<file path="config.mk">
export PLATFORM = sky130hd
export DESIGN_NAME = nand_id_seq
export DESIGN_NICKNAME = d
export VERILOG_FILES = /design/src/rtl/nid_pkg.sv /design/src/rtl/nid_sync.sv /design/src/rtl/nid_pulse.sv /design/src/rtl/nand_id_seq.sv
export SDC_FILE = /design/constraint.sdc
export NUM_CORES = 1
export LEC_CHECK = 0
export ABC_AREA = 1
export BUFFER_PORTS_ARGS = -buffer_cell sky130_fd_sc_hd__buf_2
export CORE_ASPECT_RATIO = 1.4
export CORE_MARGIN = 2
export CORE_UTILIZATION = 45
export DETAILED_ROUTE_END_ITERATION = 8
export GPL_TIMING_DRIVEN = 1
export PLACE_DENSITY = 0.67
export SYNTH_ARGS = -nofsm -noshare
export SYNTH_HDL_FRONTEND = slang
export SYNTH_SLANG_ARGS = --single-unit
</file>
<file path="constraint.sdc">
create_clock -name clk -period 2.25 [get_ports clk]
set_input_delay 0.45 -clock clk [delete_from_list [all_inputs] [get_ports clk]]
set_output_delay 0.45 -clock clk [all_outputs]
set_load 0.05 [all_outputs]
</file>
<file path="src/rtl/nid_pkg.sv">
package nid_pkg;
  localparam logic [7:0] OP_RESET  = 8'hFF;
  localparam logic [7:0] OP_READID = 8'h90;
  localparam logic [7:0] ADDR_ID   = 8'h00;

  typedef enum logic [3:0] {
    S_IDLE, S_CE, S_RST_GO, S_RST, S_GUARD, S_WAIT,
    S_ID_GO, S_ID, S_AD_GO, S_AD, S_TURN, S_RD_GO, S_RD, S_TAIL
  } nid_state_e;
endpackage

</file>
<file path="src/rtl/nid_sync.sv">
module nid_sync #(
  parameter int STAGES  = 2,
  parameter bit RST_VAL = 1'b1
) (
  input  logic clk,
  input  logic rst_n,
  input  logic d,
  output logic q
);
  logic [STAGES-1:0] chain;

  always_ff @(posedge clk or negedge rst_n) begin
    if (!rst_n) chain <= {STAGES{RST_VAL}};
    else        chain <= {chain[STAGES-2:0], d};
  end

  assign q = chain[STAGES-1];
endmodule

</file>
<file path="src/rtl/nid_pulse.sv">
// Timed active-low strobe: LO cycles low, then HI cycles high.
// A new go is accepted while idle or in the final high cycle.
module nid_pulse #(
  parameter int LO = 2,
  parameter int HI = 2
) (
  input  logic clk,
  input  logic rst_n,
  input  logic go,
  output logic strobe_n,
  output logic cap,
  output logic fin
);
  localparam int MAXC = (LO > HI) ? LO : HI;
  localparam int CW   = $clog2(MAXC + 1);

  logic          active;
  logic          low_ph;
  logic [CW-1:0] cnt;

  assign cap = active &&  low_ph && (cnt == CW'(LO - 1));
  assign fin = active && !low_ph && (cnt == CW'(HI - 1));

  always_ff @(posedge clk or negedge rst_n) begin
    if (!rst_n) begin
      active   <= 1'b0;
      low_ph   <= 1'b0;
      cnt      <= '0;
      strobe_n <= 1'b1;
    end else if (go && (!active || fin)) begin
      active   <= 1'b1;
      low_ph   <= 1'b1;
      cnt      <= '0;
      strobe_n <= 1'b0;
    end else if (cap) begin
      low_ph   <= 1'b0;
      cnt      <= '0;
      strobe_n <= 1'b1;
    end else if (fin) begin
      active   <= 1'b0;
    end else if (active) begin
      cnt      <= cnt + 1'b1;
    end
  end
endmodule

</file>
<file path="src/rtl/nand_id_seq.sv">
module nand_id_seq
  import nid_pkg::*;
#(
  parameter int ID_MAX  = 8,
  parameter int WE_LO   = 2,
  parameter int WE_HI   = 2,
  parameter int RE_LO   = 2,
  parameter int RE_HI   = 2,
  parameter int GUARD   = 4,
  parameter int TIMEOUT = 5000,
  localparam int CW = $clog2(ID_MAX + 1),
  localparam int IW = $clog2(ID_MAX),
  localparam int TW = $clog2(TIMEOUT + 1)
) (
  input  logic               clk,
  input  logic               rst_n,
  input  logic               start,
  input  logic [CW-1:0]      id_count,
  output logic               busy,
  output logic               done,
  output logic               error,
  output logic [ID_MAX*8-1:0] id_bytes,
  output logic               ce_n,
  output logic               cle,
  output logic               ale,
  output logic               we_n,
  output logic               re_n,
  output logic [7:0]         dq_out,
  output logic               dq_oe,
  input  logic [7:0]         dq_in,
  input  logic               rb_n
);
  nid_state_e    state;
  logic [TW-1:0] tcnt;
  logic [IW-1:0] idx;
  logic [CW-1:0] nlat;
  logic [CW-1:0] n_req;
  logic          rb_s;
  logic          go_we, go_re;
  logic          we_cap, we_fin, re_cap, re_fin;
  logic          clr_file;
  logic          last_byte;

  nid_sync #(.STAGES(2), .RST_VAL(1'b1)) u_rb_sync (
    .clk(clk), .rst_n(rst_n), .d(rb_n), .q(rb_s)
  );

  nid_pulse #(.LO(WE_LO), .HI(WE_HI)) u_we (
    .clk(clk), .rst_n(rst_n), .go(go_we),
    .strobe_n(we_n), .cap(we_cap), .fin(we_fin)
  );

  nid_pulse #(.LO(RE_LO), .HI(RE_HI)) u_re (
    .clk(clk), .rst_n(rst_n), .go(go_re),
    .strobe_n(re_n), .cap(re_cap), .fin(re_fin)
  );

  always_comb begin
    if (id_count == '0)                 n_req = CW'(1);
    else if (id_count > CW'(ID_MAX))    n_req = CW'(ID_MAX);
    else                                n_req = id_count;
  end

  assign go_we     = (state == S_RST_GO) || (state == S_ID_GO) || (state == S_AD_GO);
  assign go_re     = (state == S_RD_GO) || ((state == S_RD) && re_fin);
  assign clr_file  = (state == S_IDLE) && start;
  assign last_byte = (idx == IW'(nlat - CW'(1)));
  assign busy      = (state != S_IDLE);

  // Byte file, one register per identifier byte
  for (genvar g = 0; g < ID_MAX; g++) begin : g_file
    always_ff @(posedge clk or negedge rst_n) begin
      if (!rst_n)                                   id_bytes[g*8 +: 8] <= 8'h00;
      else if (clr_file)                            id_bytes[g*8 +: 8] <= 8'h00;
      else if (state == S_RD && re_cap && idx == IW'(g)) id_bytes[g*8 +: 8] <= dq_in;
    end
  end

  always_ff @(posedge clk or negedge rst_n) begin
    if (!rst_n) begin
      state  <= S_IDLE;
      ce_n   <= 1'b1;
      cle    <= 1'b0;
      ale    <= 1'b0;
      dq_out <= 8'h00;
      dq_oe  <= 1'b0;
      tcnt   <= '0;
      idx    <= '0;
      nlat   <= CW'(1);
      done   <= 1'b0;
      error  <= 1'b0;
    end else begin
      done <= 1'b0;
      unique case (state)
        S_IDLE: if (start) begin
          ce_n  <= 1'b0;
          error <= 1'b0;
          nlat  <= n_req;
          state <= S_CE;
        end
        S_CE: begin
          cle    <= 1'b1;
          dq_out <= OP_RESET;
          dq_oe  <= 1'b1;
          state  <= S_RST_GO;
        end
        S_RST_GO: state <= S_RST;
        S_RST: if (we_fin) begin
          cle   <= 1'b0;
          dq_oe <= 1'b0;
          tcnt  <= '0;
          state <= S_GUARD;
        end
        S_GUARD: begin
          if (tcnt == TW'(GUARD - 1)) begin
            tcnt  <= '0;
            state <= S_WAIT;
          end else begin
            tcnt <= tcnt + 1'b1;
          end
        end
        S_WAIT: begin
          if (rb_s) begin
            cle    <= 1'b1;
            dq_out <= OP_READID;
            dq_oe  <= 1'b1;
            state  <= S_ID_GO;
          end else if (tcnt == TW'(TIMEOUT - 1)) begin
            error <= 1'b1;
            ce_n  <= 1'b1;
            state <= S_IDLE;
          end else begin
            tcnt <= tcnt + 1'b1;
          end
        end
        S_ID_GO: state <= S_ID;
        S_ID: if (we_fin) begin
          cle    <= 1'b0;
          ale    <= 1'b1;
          dq_out <= ADDR_ID;
          state  <= S_AD_GO;
        end
        S_AD_GO: state <= S_AD;
        S_AD: if (we_fin) begin
          ale   <= 1'b0;
          dq_oe <= 1'b0;
          idx   <= '0;
          state <= S_TURN;
        end
        S_TURN:  state <= S_RD_GO;
        S_RD_GO: state <= S_RD;
        S_RD: begin
          if (re_cap && last_byte) begin
            done  <= 1'b1;
            state <= S_TAIL;
          end else if (re_fin) begin
            idx <= idx + 1'b1;
          end
        end
        S_TAIL: if (re_fin) begin
          ce_n  <= 1'b1;
          state <= S_IDLE;
        end
        default: state <= S_IDLE;
      endcase
    end
  end
endmodule

</file>
After elaboration in Yosys (flattened, before gate mapping):

Index checks and enable logic that the tools add are counted.

* add/sub/neg operators: 5
* order comparisons: 1
* equal/unequal tests: 45
* mux-type cells: 75
* reduce and logical (&&, ||, !) cells: 73

Operators with widths (count)
* $mux W8: 18
* $pmux W4 S14: 1
* $mux W13: 4
* $pmux W13 S3: 1
* $mux W4: 9
* $reduce_bool A2 Y1: 15
* $eq A4 B4 Y1 const B: 6
* $pmux W8 S3: 1
* $logic_and A1 B1 Y1: 22
* $mux W1: 22
* $reduce_bool A3 Y1: 7
* $ne A2 B2 Y1 const B: 9
* $eq A4 B3 Y1 const B: 4
* $mux W2: 8
* $ne A2 B1 Y1 const B: 8
* $mux W3: 5
* $add A13 B1 Y13 const B: 1
* $eq A13 B13 Y1 const B: 1
* $eq A13 B2 Y1 const B: 1
* $eq A3 B3 Y1 const B: 4
* $reduce_and A3 Y1: 4
* $reduce_and A4 Y1: 3
* $reduce_and A2 Y1: 5
* $ne A3 B2 Y1 const B: 3
* 21 further kinds: 37

* flip-flop bits (word level): 113
* bits of input ports: 16
* output and inout bits: 81
* word-level logic and storage cells: 227

Longest topological paths before layout:

Gate-level depths: netlist of run 1.

* depth after elaboration: 8
* mapped depth: 12
* depth with buffers taken out: 12

By module:

Synthesis of run 1 repeated with hierarchy kept, for this count alone.

* cell total of the unflattened synthesis: 611
* area, all modules: 5327.6 µm²

By module, submodules not included
* nand_id_seq: times used 1, cells an instance 551, area an instance 4747.1 µm², seq. area each 2379.8 µm²
* nid_pulse: times used 2, cells an instance 29, area an instance 264.0 µm², seq. area each 126.4 µm²
* nid_sync: times used 1, cells an instance 2, area an instance 52.6 µm², seq. area each 52.6 µm²

Least setup slack after synthesis of run 1:

No wires, ideal clock.

* path kind: flip-flop to flip-flop
* from: reg state[1]
* to: reg id_bytes[53]
* setup time: 124 ps
* data arrival time: 1624 ps
* required time: 2126 ps
* path slack: 502 ps
* cell stages (with the launch flop): 11
* buffers on the path: 2
* clock period less this slack: 1748 ps
* path through: dfrtp_1 nor2_4 nand2_2 nor2_4 inv_2 buf_6 nand2_1 inv_2 buf_6 nand2_1 o21ai_2

* cells in the longest elaborated chain, start to end: 4
* elaborated cells on any way between the ends: 7
* those cells by class: eq/ne (1); mux (1); reduce/logical (5)

RTL lines
* from (decl): RTL line nand_id_seq.sv:33 `nid_state_e state;`
* from (signal assigned): RTL line nand_id_seq.sv:81 `state <= S_IDLE;`
* from (signal assigned): RTL line nand_id_seq.sv:99 `state <= S_CE;`
* from (signal assigned): RTL line nand_id_seq.sv:105 `state <= S_RST_GO;`
* $eq A4 B4 Y1: RTL line nand_id_seq.sv:75 `else if (state == S_RD && re_cap && idx == IW'(g)) id_bytes[g*8 +: 8] <= dq_in;`
* $logic_and A1 B1 Y1 (2 in series): RTL line nand_id_seq.sv:75
* $reduce_bool A2 Y1 (no source line)
* to (signal, indexed assignment): RTL line nand_id_seq.sv:75
* to (decl): RTL line nand_id_seq.sv:22 `output logic [ID_MAX*8-1:0] id_bytes,`

Parallel ways exist; a longest one is shown, timed or not.
A chain may end at the register's enable or synchronous reset.

Worst setup path after layout of run 1:

* from: reg state[2]
* to: out busy

* cells in the longest elaborated chain, start to end: 1

RTL lines
* $reduce_bool A4 Y1: RTL line nand_id_seq.sv:68 `assign busy = (state != S_IDLE);`
* to (decl): RTL line nand_id_seq.sv:19 `output logic busy,`

No other way between the ends.

==> results by group, run 1 <==
STA
  • Clk_skew: slightly above 7 ps
  • Fin. Hold Viols: 0
  • Relative slew slack: 0.6594
  • Tcrit/Tclk final: 0.8583
  • Min Hold Slack: around 73 ps
  • Setup Viol. Count Final: 0
  • Final Max Tran Viols: 0
  • Worst-Margin Slew: ~510 ps
  • RSZ-0062 raised after global routing: no
  • Setup TNS: 0 ps
  • Fmax: ~520 MHz
  • Final critical-path required period: approximately 1900 ps

Critical path
  • R2r worst-path depth: 6
  • Critical Path End: busy
  • Critical path arrival: approximately 1500 ps
  • CP endpoint kind: primary output
  • CP startpoint: state[2]
  • RR Startpoint: state[2]
  • Worst Path Required: roughly 1800 ps
  • R2R Setup Slk: approximately 340 ps
  • Crit path max fanout: 7
  • CP Launch Type: register
  • Reg-to-reg critical path endpoint: id_bytes[5]
  • Crit path kind: register to primary output

Pwr
  • Switching part of the total: 0.5325
  • Sw power: roughly 0.0053 W
  • Lkg Pwr: ~3.1 nW
  • Maximum VDD drop: 1.018 mV
  • P_int: 0.004666 W
  • Power Density: 1657 nW/um2
  • Logic pwr share: 0.534
  • Sequential power share: 0.317
  • Clock power frac: 0.149

Final layout
  • Area grow syn2layout: 15.39%
  • Nets@finish: 725
  • Final design utilization: 0.5312
  • Most frequent cells in the layout: nand2_1 (195), dfrtp_1 (101), buf_2 (95)
  • Multi-input gate area: about 2100 um2
  • Share of cells above drive strength 1: 0.2475
  • Register area: around 2700 um2
  • Most common cell after layout, fill and taps aside: nand2_1
  • Fillers: between 1,000 and 1,500
  • ANT cells: 0

Global routing
  • Largest net degree at the start of global routing: 41
  • First-pass GRT wire length: about 20,000 um
  • Total Routing Usage GR: 0.2001
  • Initial antenna violation count: 0
  • Number of global-route vias before repair: 4,244
  • Total global routing overflow: 0

Detailed routing
  • Top sig layer: met4
  • Met3 wire length: ~510 um
  • Wire length per cell: 14.21 um
  • Detail Route Antenna Nets: 0
  • Vias/cell: approximately 5.2
  • Wire length on met1: approximately 5100 um
  • Detailed Route WL: 12,030 um
  • Vias: 4,363
  • DRC: 0
  • Total iterations of the first detailed-routing run: 4
  • Starting DRC count in detailed routing: about 220
  • DR WL met2: 6225 um

Logic synthesis
  • Post-Syn Nets: ~640
  • Area leader, netlist: dfrtp_1
  • Yosys warning count: 0
  • Cell variety after synth: 34
  • Seq/Total Area, Yosys: 0.5144
  • Avg Synthesized Cell Area: around 8.6 um2
  • Cell area after synthesis: 5220 um2
  • Share of the synthesized area in the top cell type: 0.4842
  • Largest cells by area after synthesis: dfrtp_1 (48%), nand2_1 (14%), o21ai_1 (4.4%), o21ai_2 (3.7%), nand3_1 (3.5%)
  • Number of synthesized register bits: approximately 110
  • Post-Syn Instances: 609

Die
  • Row cnt: 46
  • Die width: between 90 and 100 um
  • Initial core utilization: 0.4604
  • Num ports: between 90 and 100
  • Die area: 12,490 um2
  • Die Span Y: 131.4 um
  • Core footprint: roughly 11,000 um2

CTS
  • Worst-Skew Late Latency: roughly 340 ps
  • Max Root-Sink Buffers: 2
  • CTS tree: done
  • Clock Tree Root: clkbuf_16
  • Post-CTS sizing: 0
  • Clock Sinks: between 100 and 150
  • # H-tree levels: 3
  • Hold Buf Count CTS: 0
  • # Post-CTS Setup Buffers: 0
  • Register clock-pin slew on the reported worst setup and hold paths: about 70 ps
  • CTS buffer count: 9

Placed design
  • GPL Wtd Cong: approximately 0.82
  • Count of buffers from port buffering: between 90 and 100
  • Hpwl dp: 9025 um

Run status
  • Status: finished clean

Job
  • Max-cap viol count: 0

Min path
  • Tightest Hold Check Type: input pin to async pin
layer usage:
metal,GRT usage,vias to the layer above
li1,-,2144
met1,0.2466,2074
met2,0.3562,129
met3,0.02294,16
met4,0.06763,0
met5,0,-
synth_stat cells, drive strengths merged:
master and n:
nor3 4, clkbuf 1, a21oi 6, inv 56
o32ai 1, nand3 39, dfstp 6, nor2 42
nand4 4, nand3b 1, ha 10, dfrtp 101
buf 19, o211ai 2, a31oi 2, nand2 207
a22oi 1, o21ai 99, xor2 6, clkinv 1
o22ai 1
cell families after synthesis:
logic type,synth area share
AO/OA/AOI/OAI,0.1268
XOR/XNOR,0.01007
adder cells (fa/ha/maj),0.02397
buffers and inverters,0.07598
flip-flops,0.5144
AND/OR/NAND/NOR,0.2488
power by group through the flow:
stage	clock [W]	sequential, W	combinational [W]
floorplan	0	0.00511	0.00236
global placement	0	0.00317	0.00529
detailed placement	0	0.00319	0.00537
CTS	0.00152	0.00316	0.00538
global route	0.00158	0.00325	0.00580
finish	0.00149	0.00316	0.00533
final cells by class:
| cell class | count | share of cell area |
|---|---|---|
| clock inverter | 6 | 0.008309 |
| sequential | 107 | 0.4458 |
| tap | 144 | 0.02991 |
| multi-input combinational | 425 | 0.3550 |
| clock buffer | 9 | 0.03739 |
| inverter | 57 | 0.03552 |
| timing repair buffer | 99 | 0.08808 |
critical path, cell delays in order, from the launching register on:
cell and delay [ps]:
dfrtp_1 470, nor2_1 310, nand2_2 130, buf_2 240
metrics by stage:
stage                     std cells  power, W  worst slack, ps  cell area, um2
after floorplan                 609  0.007472            501.9            5220
after global placement          832  0.008466            287.4            5748
after detailed placement        832  0.008558            306.0            5748
after CTS                       847   0.01005            294.6            6023
after global routing            847   0.01063            133.6            6023
final                           847  0.009981            318.7            6023
sequential cells by signal, indices dropped and copies added, names as in the netlist, 2 cells and up:
signal,count
dq_out,2
id_bytes,64
idx,3
nlat,3
state,4
tcnt,13
u_rb_sync.chain,2
u_re.cnt,2
u_we.cnt,2
worst min path at each step:
stage,startpoint,endpoint,slack (ps),cells past startpoint
after floorplan,rst_n,ale,150,0
after global placement,u_rb_sync.chain[0],u_rb_sync.chain[1],350,0
after detailed placement,u_rb_sync.chain[0],u_rb_sync.chain[1],350,0
after CTS,rst_n,id_bytes[46],90,1
after global routing,rst_n,id_bytes[46],110,1
final,rst_n,id_bytes[46],70,1
(Power assumes the default switching activity.)
==> run 2: changes to the inputs <==
--- a/config.mk
+++ b/config.mk
@@ -15,4 +15,5 @@
 export PLACE_DENSITY = 0.67
 export SYNTH_ARGS = -nofsm -noshare
 export SYNTH_HDL_FRONTEND = slang
+export SYNTH_HIERARCHICAL = 1
 export SYNTH_SLANG_ARGS = --single-unit
==> run 2 against run 1 <==
Fmax fell by 3.9%; power grew 4.5%; clock skew rose by 2.0 ps.
==> results by group, run 2 <==
Placed design
  • Count of buffers from port buffering: 96
  • GPL Wtd Cong: 0.9458
  • Post-place instance area: about 5900 um2
  • Pre-CTS WS: between 200 and 300 ps
  • Hpwl dp: 9420 um

Die
  • Die width: 95.96 um
  • Initial core utilization: 0.4553
  • Die area: about 13,000 um2
  • Core footprint: roughly 12,000 um2
  • Row cnt: between 40 and 50
  • Die Span Y: between 100 and 150 um
  • Num ports: 97

Critical path
  • Crit path kind: register to primary output
  • CP Cell Sequence: nor2_2 > inv_2 > nor2_4 > inv_1 > buf_2
  • Worst Path Required: ~1800 ps
  • Critical path arrival: 1560 ps
  • CP Launch Type: register
  • Crit path max fanout: 8
  • CP endpoint kind: primary output
  • Worst path max stage delay: 490 ps
  • Crit-path slowest cell: dfrtp_1

STA
  • RSZ-0062 raised after global routing: no
  • Fin. Hold Viols: 0
  • Worst-Margin Slew: around 560 ps
  • Final Max Tran Viols: 0
  • Slack of the critical path: between 200 and 250 ps
  • Tcrit/Tclk final: 0.8934
  • Relative slew slack: 0.6293
  • Setup TNS: 0 ps
  • Final critical-path required period: just over 2000 ps
  • Fmax: 497.5 MHz
  • Setup Viol. Count Final: 0
  • Clk_skew: 9.198 ps

Logic synthesis
  • XOR/XNOR Fraction of Synth Area: 0.01151
  • Mux contribution to synthesized area: 0
  • Yosys warning count: 6
  • Area leader, netlist: dfrtp_1
  • Seq/Total Area, Yosys: 0.5040
  • Synth Flop Type: dfrtp_1
  • Share of the synthesized area in the top cell type: 0.4744
  • Cell variety after synth: 34
  • Largest cells by area after synthesis: dfrtp_1 (47%), nand2_1 (12%), o21ai_1 (6.3%), inv_1 (3.6%), nand3_1 (3.3%)
  • Commonest cells post-synth: nand2_1 (173), dfrtp_1 (101), o21ai_1 (67), inv_1 (51), nor2_1 (36)
  • Top-count cell post-synth: nand2_1
  • Post-synth EDFFs: 0
  • Post-Syn Instances: 611
  • Main combinational cell family by area after synthesis: simple AND/OR/NAND/NOR gates
  • Avg Synthesized Cell Area: 8.719 um2
  • Simple-Gate Fraction of Synth Area: 0.2356
  • Post-Syn Nets: ~640
  • Post-synth ARST share: 1.000
  • Cell area after synthesis: around 5300 um2
  • Synth Area in Compound Gates: 0.1458
  • Number of synthesized register bits: approximately 110
  • Adder-cell area share of the yosys netlist: 0.02349

Detailed routing
  • Wire length per cell: about 15 um
  • Vias/cell: 5.088
  • Detail Route Antenna Nets: 0
  • Vias: ~4,300
  • Detailed Route WL: between 10,000 and 15,000 um
  • Starting DRC count in detailed routing: between 150 and 200
  • Total iterations of the first detailed-routing run: 4
  • DRC: 0

Final layout
  • Number of flip-flops in the largest register: 64
  • Biggest register: id_bytes
  • Largest regs: id_bytes x64, tcnt x13, state x4
  • Final design utilization: 0.5275
  • Final instance area: roughly 6200 um2
  • ANT cells: 0
  • Fillers: about 1,100
  • Share of cells above drive strength 1: 0.2482
  • Most common cell after layout, fill and taps aside: nand2_1
  • Most frequent cells in the layout: nand2_1 (173), dfrtp_1 (101), buf_2 (95)
  • Area grow syn2layout: 15.88%
  • Nets@finish: roughly 730

CTS
  • Clock Tree Root: clkbuf_16
  • Register clock-pin slew on the reported worst setup and hold paths: around 70 ps
  • Post-CTS sizing: 0
  • Clock Sinks: about 110
  • CTS buffer count: 9
  • CTS tree: done
  • Max Root-Sink Buffers: 2
  • # H-tree levels: 3
  • Worst-Skew Late Latency: between 300 and 400 ps
  • Hold Buf Count CTS: 0
  • # Post-CTS Setup Buffers: 0

Global routing
  • Largest net degree at the start of global routing: 60
  • Initial antenna violation count: 0
  • First-pass GRT wire length: between 20,000 and 25,000 um
  • Total global routing overflow: 0
  • Number of global-route vias before repair: between 4,000 and 5,000
  • Total Routing Usage GR: 0.2053

Pwr
  • Power Density: between 1500 and 2000 nW/um2
  • Maximum VDD drop: roughly 0.84 mV
  • Lkg Pwr: between 3 and 4 nW

Run status
  • Status: finished clean

Job
  • Max-cap viol count: 0

Min path
  • Tightest Hold Check Type: input pin to async pin
==> run 2: changes by cell type after synthesis, sizes merged, moves of 3 or more <==
cell | before | now
nand2 | 207 | 191
nor3 | 4 | 0
inv | 56 | 64
a21oi | 6 | 12
nand4 | 4 | 8
o21ai | 99 | 96
nand3 | 39 | 35
a31oi | 2 | 6
==> run 2: per-layer routing <==
| layer | routed length, um | vias to the layer above | GRT usage |
|---|---|---|---|
| met5 | 0 | - | 0 |
| met4 | 260 | 0 | 0.07302 |
| met3 | 629 | 22 | 0.03702 |
| met2 | 6559 | 121 | 0.3598 |
| met1 | 5068 | 2040 | 0.2479 |
| li1 | - | 2152 | - |
==> run 2: worst paths after layout <==
check | to | from | cells after the start | slack (ps)
worst max-delay path | busy | state[3] | 5 | 240
worst min-delay path | id_bytes[46] | rst_n | 1 | 6
worst max register to register | id_bytes[52] | state[0] | 8 | 270
worst min register to register | u_rb_sync/chain[1] | u_rb_sync/chain[0] | 0 | 360
max in group asynchronous | u_re/strobe_n | rst_n | 2 | 1530
min in group clk | u_rb_sync/chain[0] | rb_n | 1 | 190
==> run 2: metrics by stage <==
| step | power [W] | hold slack [ps] | instances |
|---|---|---|---|
| floorplan | 0.007618 | 154.4 | 611 |
| detailed placement | 0.008774 | 347.6 | 836 |
| CTS | 0.01049 | 17.30 | 852 |
| global route | 0.01108 | 27.69 | 852 |
| finish | 0.01043 | 6.268 | 852 |
| global placement | 0.008667 | 346.4 | 836 |
==> run 2: cell families (layout without fill, tap and decap cells) <==
logic type	Yosys count	in the layout
AOI/OAI and AO/OA	121	121
xor gates and xnor gates	7	7
adders and majority gates	10	10
buffers and inverters	85	179
DFF	107	107
and+or+nand+nor	281	281
==> run 2: area by class of cell <==
class,instances,area [um2],share of cell area
sequential,107,2685,0.4349
multi-input combinational,419,2218,0.3593
timing repair buffer,99,518.0,0.08391
inverter,64,250.2,0.04054
clock buffer,11,232.7,0.03770
tap,147,183.9,0.02979
clock inverter,5,85.08,0.01378
==> run 2: critical path, delay by kind of cell (launching register included) <==
family | cells | cell delay [ps]
flops | 1 | 490
buf+inv | 3 | 370
simple gates | 2 | 350
==> run 2: power by group <==
part	internal [W]	total, W	switching [W]
clock	0.000984	0.00171	0.000722
combinational	0.00129	0.00549	0.00420
sequential	0.00269	0.00324	0.000543
total	0.00497	0.0104	0.00547
==> run 3: changes to the inputs <==
--- a/config.mk
+++ b/config.mk
@@ -8,7 +8,7 @@
 export ABC_AREA = 1
 export BUFFER_PORTS_ARGS = -buffer_cell sky130_fd_sc_hd__buf_2
 export CORE_ASPECT_RATIO = 1.4
-export CORE_MARGIN = 2
+export CORE_MARGIN = 4
 export CORE_UTILIZATION = 45
 export DETAILED_ROUTE_END_ITERATION = 8
 export GPL_TIMING_DRIVEN = 1
==> run 3 against run 2 <==
The flow now finishes with violations (DRC); clock-buffer cell count fell by 2; cell count fell by 0.23%; power rose by 0.32%; largest cell class unchanged; via count rose by 1.2%; hold slack improved by 75 ps; non-clock buffer count rose by 1; die area rose by 7.3%; sequential share of layout area fell by 0.13 points; final area rose by 0.30%; clock power rose by 2%.
==> results by group, run 3 (synthesis gave the netlist of run 2 again) <==
STA
  • Final Max Tran Viols: 0
  • Fmax: between 400 and 500 MHz
  • Setup Viol. Count Final: 0
  • Setup TNS: 0 ps
  • Relative slew slack: 0.6215
  • Min Hold Slack: 80.85 ps
  • Worst-Margin Slew: ~570 ps
  • RSZ-0062 raised after global routing: no
  • Tcrit/Tclk final: 0.9215
  • Final critical-path required period: ~2100 ps
  • Fin. Hold Viols: 0
  • Clk_skew: between 7 and 8 ps

Job
  • Max-cap viol count: 0

CTS
  • Post-CTS sizing: 0
  • Register clock-pin slew on the reported worst setup and hold paths: 70 ps
  • CTS tree: done
  • # Post-CTS Setup Buffers: 0
  • Hold Buf Count CTS: 0
  • Worst-Skew Late Latency: approximately 340 ps
  • # H-tree levels: 3
  • CTS buffer count: 9
  • Clock Tree Root: clkbuf_16
  • Clock Sinks: 107
  • Max Root-Sink Buffers: 2

Min path
  • Tightest Hold Check Type: input pin to async pin

Final layout
  • Register area: 2685 um2
  • Biggest register: id_bytes
  • Nets@finish: 727
  • Largest regs: id_bytes x64, tcnt x13, state x4
  • Multi-input gate area: around 2200 um2
  • Share of cells above drive strength 1: 0.2521
  • Area grow syn2layout: 16.23%
  • Most common cell after layout, fill and taps aside: nand2_1
  • Number of flip-flops in the largest register: 64
  • ANT cells: 0
  • Fillers: between 1,000 and 1,500
  • Most frequent cells in the layout: nand2_1 (173), dfrtp_1 (101), buf_2 (95)

Die
  • Die area: roughly 14,000 um2
  • Num ports: between 90 and 100
  • Initial core utilization: 0.4652
  • Row cnt: 46
  • Die width: approximately 100 um
  • Core footprint: about 11,000 um2
  • Die Span Y: approximately 140 um

Critical path
  • CP Cell Sequence: nor2_2 > inv_2 > nor2_4 > inv_1 > buf_2
  • Reg-to-reg critical path endpoint: id_bytes[52]
  • Critical path arrival: roughly 1600 ps
  • Worst path max stage delay: slightly below 500 ps
  • RR Startpoint: state[3]
  • Crit-path slowest cell: dfrtp_1
  • Worst Path Required: ~1800 ps
  • CP Launch Type: register
  • CP endpoint kind: primary output
  • R2r worst-path depth: 8
  • Crit path max fanout: 8
  • Crit path kind: register to primary output
  • R2R Setup Slk: 270 ps

Placed design
  • Hpwl dp: ~9400 um
  • GPL Wtd Cong: 0.9107
  • Count of buffers from port buffering: between 90 and 100

Global routing
  • Number of global-route vias before repair: ~4,200
  • Total global routing overflow: 0
  • Total Routing Usage GR: 0.1862
  • First-pass GRT wire length: 20,470 um
  • Initial antenna violation count: 0
  • Largest net degree at the start of global routing: 45

Detailed routing
  • Detailed Route WL: between 10,000 and 15,000 um
  • Vias: about 4,400
  • Vias/cell: roughly 5.2
  • Total iterations of the first detailed-routing run: 7
  • Starting DRC count in detailed routing: around 220
  • Detail Route Antenna Nets: 0
  • Wire length per cell: about 15 um
  • DRC: 2

Pwr
  • Post-route total power: roughly 0.010 W
  • Lkg Pwr: ~3.1 nW
  • Power Density: approximately 1700 nW/um2
  • Maximum VDD drop: around 1.4 mV

Run status
  • Failing checks: DRC
  • Status: finished with violations
==> run 3: changes by cell type in the layout (fill, tap and decap cells not counted) <==
cell      previous run  this run
clkinv_4             1         0
inv_6                1         2
buf_4                3         4
inv_8                1         3
clkbuf_1             2         0
==> run 3: how the worst max path moves through the flow <==
stage	start	end	slack, ps	cells past startpoint
finish	state[3]	busy	180	5
global route	state[0]	id_bytes[48]	80	8
CTS	state[3]	busy	190	5
detailed placement	state[0]	id_bytes[55]	280	8
global placement	state[3]	id_bytes[48]	280	8
floorplan	u_we/cnt[1]	tcnt[9]	570	12
==> run 3: power by group <==
| group | internal (W) | leakage, nW | switching [W] |
|---|---|---|---|
| Combinational | 0.00129 | 1.63 | 0.00420 |
| Clock | 0.00100 | 0.160 | 0.000749 |
| Sequential | 0.00269 | 1.35 | 0.000529 |
==> run 3: area by class of cell <==
type / count / share of cell area
tap: 144 / 0.02910
sequential: 107 / 0.4336
clock buffer: 9 / 0.03637
clock inverter: 7 / 0.01738
multi-input combinational: 419 / 0.3583
timing repair buffer: 100 / 0.08487
inverter: 64 / 0.04041
==> run 3: worst max-delay path: cells and delay by family, from the launching register on <==
family	cells	cell delay [ps]
simple gates	2	420
flops	1	490
buf+inv	3	370
==> run 3: routing by layer <==
| metal | global-route usage | vias to the layer above | share of wire |
|---|---|---|---|
| met5 | 0 | - | 0 |
| met4 | 0.05391 | 0 | 0.016 |
| met3 | 0.03417 | 23 | 0.065 |
| met2 | 0.3322 | 157 | 0.51 |
| met1 | 0.2284 | 2053 | 0.41 |
| li1 | - | 2156 | - |
==> run 3: stage by stage <==
step / instance area [um2] / setup WS (ps) / instances / util
after floorplan: 5328 / 567.4 / 611 / -
after global placement: 5859 / 277.0 / 834 / 0.5116
after detailed placement: 5859 / 283.5 / 834 / 0.5116
after CTS: 6192 / 190.5 / 850 / 0.5406
after global routing: 6192 / 79.83 / 850 / 0.5406
final: 6192 / 176.7 / 850 / 0.5406
